==> config.mk <==
export PLATFORM = sky130hd
export DESIGN_NAME = burst_addr_ctr
export DESIGN_NICKNAME = d
export VERILOG_FILES = /design/src/rtl/bac_pkg.sv /design/src/rtl/bac_cmd_decode.sv /design/src/rtl/bac_order.sv /design/src/rtl/burst_addr_ctr.sv
export SDC_FILE = /design/constraint.sdc
export NUM_CORES = 1
export LEC_CHECK = 0
export ABC_AREA = 1
export BUFFER_PORTS_ARGS = -buffer_cell sky130_fd_sc_hd__buf_2
export CAP_MARGIN = 20
export CORE_MARGIN = 2
export CORE_UTILIZATION = 47
export DETAILED_ROUTE_END_ITERATION = 7
export PLACE_DENSITY = 0.78
export SYNTH_ARGS = -nofsm -noshare
export SYNTH_HDL_FRONTEND = slang
export SYNTH_SLANG_ARGS = --single-unit
export TNS_END_PERCENT = 30
==> constraint.sdc <==
create_clock -name clk -period 1.6 [get_ports clk]
set_input_delay 0.32 -clock clk [delete_from_list [all_inputs] [get_ports clk]]
set_output_delay 0.32 -clock clk [all_outputs]
set_load 0.02 [all_outputs]
==> src/rtl/bac_pkg.sv <==
package bac_pkg;

    typedef enum logic [1:0] {
        BAC_HOLD = 2'd0,
        BAC_LOAD = 2'd1,
        BAC_STEP = 2'd2,
        BAC_PARK = 2'd3
    } bac_cmd_e;

    localparam int unsigned BAC_BURST_W = 2;

endpackage

==> src/rtl/bac_cmd_decode.sv <==
module bac_cmd_decode
    import bac_pkg::*;
(
    input  logic     clk_en_n,
    input  logic     adv_ld,
    input  logic     active_q,
    output bac_cmd_e cmd
);
    always_comb begin
        if (clk_en_n) begin
            cmd = BAC_HOLD;
        end else if (!adv_ld) begin
            cmd = BAC_LOAD;
        end else if (active_q) begin
            cmd = BAC_STEP;
        end else begin
            cmd = BAC_PARK;
        end
    end
endmodule

==> src/rtl/bac_order.sv <==
module bac_order #(
    parameter int unsigned BURST_W = 2
) (
    input  logic               mode_il,
    input  logic [BURST_W-1:0] start,
    input  logic [BURST_W-1:0] beat,
    output logic [BURST_W-1:0] low
);
    logic [BURST_W-1:0] lin_low;
    logic [BURST_W-1:0] il_low;

    // Linear order wraps inside the burst window; interleaved order uses XOR per bit.
    assign lin_low = start + beat;

    for (genvar g = 0; g < BURST_W; g++) begin : g_xor
        assign il_low[g] = start[g] ^ beat[g];
    end

    assign low = mode_il ? il_low : lin_low;
endmodule

==> src/rtl/burst_addr_ctr.sv <==
module burst_addr_ctr
    import bac_pkg::*;
#(
    parameter int unsigned ADDR_W = 19
) (
    input  logic              clk,
    input  logic              rst_n,
    input  logic              clk_en_n,
    input  logic              adv_ld,
    input  logic              sel,
    input  logic              mode_il,
    input  logic [ADDR_W-1:0] ext_addr,
    output logic [ADDR_W-1:0] acc_addr,
    output logic              acc_active
);
    localparam int unsigned BW   = BAC_BURST_W;
    localparam int unsigned UP_W = ADDR_W - BW;

    typedef struct packed {
        logic [UP_W-1:0] upper;
        logic [BW-1:0]   start;
        logic [BW-1:0]   beat;
        logic            active;
    } bac_state_t;

    bac_state_t st_d, st_q;
    bac_cmd_e   cmd;
    logic [BW-1:0] low_bits;

    bac_cmd_decode u_dec (
        .clk_en_n (clk_en_n),
        .adv_ld   (adv_ld),
        .active_q (st_q.active),
        .cmd      (cmd)
    );

    bac_order #(.BURST_W(BW)) u_order (
        .mode_il (mode_il),
        .start   (st_q.start),
        .beat    (st_q.beat),
        .low     (low_bits)
    );

    always_comb begin
        st_d = st_q;
        unique case (cmd)
            BAC_LOAD: begin
                st_d.upper  = ext_addr[ADDR_W-1:BW];
                st_d.start  = ext_addr[BW-1:0];
                st_d.beat   = '0;
                st_d.active = sel;
            end
            BAC_STEP: begin
                st_d.beat = st_q.beat + 1'b1;
            end
            default: begin
                st_d = st_q;
            end
        endcase
    end

    always_ff @(posedge clk or negedge rst_n) begin
        if (!rst_n) begin
            st_q <= '0;
        end else begin
            st_q <= st_d;
        end
    end

    assign acc_addr   = {st_q.upper, low_bits};
    assign acc_active = st_q.active;
endmodule

==> metrics.txt <==
Pwr Density=1220 nW/µm²; Mapped Avg Cell Area=8.28 µm²; total CTS buffers=3; H-tree lvl count=1; first-pass GRT wire length=3260 µm; post-synth cell types=10; CP Launch Point=st_q[1]; top_reg_cell synth=dfrtp_1; fin crit share=107%; Vias/cell=4.54; Slew HR=68.3%; Iter 0 DRT Violations=7; count of final setup violators=1; Clock transition at path regs=0.12 ns; crit path max-delay cell type=dfrtp_1; clock sinks=22; die area=2730 µm²; vias in the first global route=870; Worst Path Required=1.28 ns; critical path arrival=1.39 ns; Clock Latency Late Sink=0.29 ns; GR met2 Demand/Resource=30.0%; site row count=17; largest net degree at the start of global routing=29; Setup WS post-layout=-0.115 ns; top cells by count, synth=inv_1 (29), nand2_1 (26), dfrtp_1 (22), o21ai_0 (22), buf_4 (17); Clock power frac=25.9%; Die X=52.2 µm; Critical Path Most Common Cell=inv_2; GR Util met1=18.0%; GRT Residual Overflow=0; fmax=0.583 GHz; DR DRC count=0; Post-synth EDFFs=0; synthesized flop and latch total=22; All-Layer GR Usage=16.0%; fin crit period=1.71 ns; Worst setup SP type=register; die height=52.2 µm; r2r setup slk=0.19 ns; clock skew=0.000718 ns; synth top area cells=dfrtp_1 (50%), buf_4 (12%), o21ai_0 (10%); CP peak stage delay=0.41 ns; Comb power frac=29.3%; ys async rst share=100%; met3 usage=2.86%; Worst Tran Pin Value=0.476 ns; final hold vios=0; outcome=finished with violations; Max Root-Sink Buffers=2; worst reg2reg path endpoint=st_q[2]; Reg area=551 µm²; yosys warns=0; TritonCTS clock tree=yes; area leader, netlist=dfrtp_1; most frequent cell after synthesis=inv_1; Core Region=2210 µm²; register area share after synthesis=50.3%; Syn Nets=160; Mapped Area=1090 µm²; fillers=210; max_cap viols=0; Setup TNS=-0.115 ns; wirelength, routed=1980 µm; Slew Limit Fails=0; layout cells sized above 1=33.7%; antenna violations before repair=0; # diodes=0; port buffer count=44; Pre-antenna DRT Iters=4; num ports=45; failing checks=setup timing; Layout Nets=192; Multi-input gate area=292 µm²; Worst Setup EP=acc_addr[1]; CTS root buf=clkbuf_4; peak supply drop=604 µV; Worst Hold Class=in -> reg; CP Max Fanout=3; Initial Util=49.4%; Cells after Synth=132; ANT nets after route=0; Internal Pwr Total=1.08 mW; switching share of power=32.0%; share of the synthesized area in the top cell type=50.3%; Setup CP Type=reg -> out; reg2reg start=acc_active; Final Power=1.59 mW; RSZ-0062 raised after global routing=yes; DR vias=868; Switch Pwr=0.510 mW; drt wl/cell=10.4 µm; crit path capture type=primary output; sequential power share=44.8%; Area Overhead vs Synth=19.8%; Worst Reg-to-Reg Cells=7; placed wire-length estimate=1460 µm; grt peak-use layer=met2; GPL Wtd Cong=0.730; worst path cell trace=ha_2 -> inv_2 -> nor2_2 -> nand3_1 -> nand2_1 -> inv_2 -> buf_6; P_leak=0.729 nW
[final cells by class]
| class | instances | area share, % |
|---|---|---|
| well taps | 28 | 2.67 |
| inverters | 29 | 8.31 |
| flip-flops and latches | 22 | 42.0 |
| clock buffers | 3 | 1.72 |
| repair buffers | 48 | 20.7 |
| multi-input cells | 60 | 22.3 |
| clock inverters | 1 | 2.29 |
[routing by layer]
layer | share of wire [%] | vias to the layer above
met5 | 0 | -
met4 | 0 | 0
met3 | 8.5 | 0
met2 | 48 | 37
met1 | 43 | 386
li1 | - | 445
[worst min path at each step]
stage / from / end / slack, ns / cells past startpoint
2_1_floorplan: rst_n / acc_active / 0.02 / 0
3_3_place_gp: rst_n / acc_addr[17] / 0.30 / 1
3_5_place_dp: rst_n / acc_addr[17] / 0.31 / 1
4_1_cts: ext_addr[8] / acc_addr[8] / 0.20 / 3
5_1_grt: ext_addr[2] / acc_addr[2] / 0.21 / 3
6_report: ext_addr[8] / acc_addr[8] / 0.21 / 3
[cells by family (layout without fill, tap and decap cells)]
| logic type | after synthesis | after routing | synth area share, % |
|---|---|---|---|
| DFF | 22 | 22 | 50.3 |
| and+or+nand+nor | 33 | 33 | 11.8 |
| adders and majority gates | 3 | 3 | 3.43 |
| buffers and inverters | 50 | 81 | 23.5 |
| AOI/OAI and AO/OA | 24 | 24 | 11.0 |
[timing repair]
item	4_1_cts	5_1_grt
hold buffers	1	0
pin swaps	0	4
gates resized for setup	1	5
endpoints found under the setup margin	1	1
buffers inserted	0	1
endpoints found under the hold margin	22	0
[power groups by stage]
stage	registers (mW)	logic (mW)	clock network [mW]
finish	0.713	0.467	0.412
global route	0.728	0.526	0.453
CTS	0.715	0.456	0.426
detailed placement	0.724	0.450	0
global placement	0.717	0.433	0
floorplan	0.717	0.385	0
[flip-flops by register name, summed over array words and instances (netlist names)]
signal	cells
acc_active	1
acc_addr	17
st_q	4
[worst max-delay path: cells and delay by family, from the launching register on]
| kind | cells | cell delay, ns |
|---|---|---|
| adders and majority gates | 1 | 0.20 |
| buffers and inverters | 3 | 0.20 |
| DFF | 1 | 0.41 |
| and+or+nand+nor | 3 | 0.29 |
[cell usage in the layout, fill, tap and decap left out, drive strengths merged]
cell and n:
buf 47, inv 29, dfrtp 22, ha 3
a21oi 2, nand2 26, nand3 4, bufinv 1
clkbuf 3, o21ai 22, dlygate4sd3 1, nor2 3
[stage by stage]
stage	cell area (µm²)	util, %	std cells	hold slack (ns)	worst slack [ns]
5_1_grt	1310	59.2	191	0.205	-0.198
4_1_cts	1290	58.5	190	0.204	-0.0843
3_5_place_dp	1230	55.5	185	0.312	0.164
3_3_place_gp	1230	55.5	185	0.299	0.238
2_1_floorplan	1090	-	132	0.0244	0.241
6_report	1310	59.2	191	0.215	-0.115
Power figures use the tool's default switching activity.
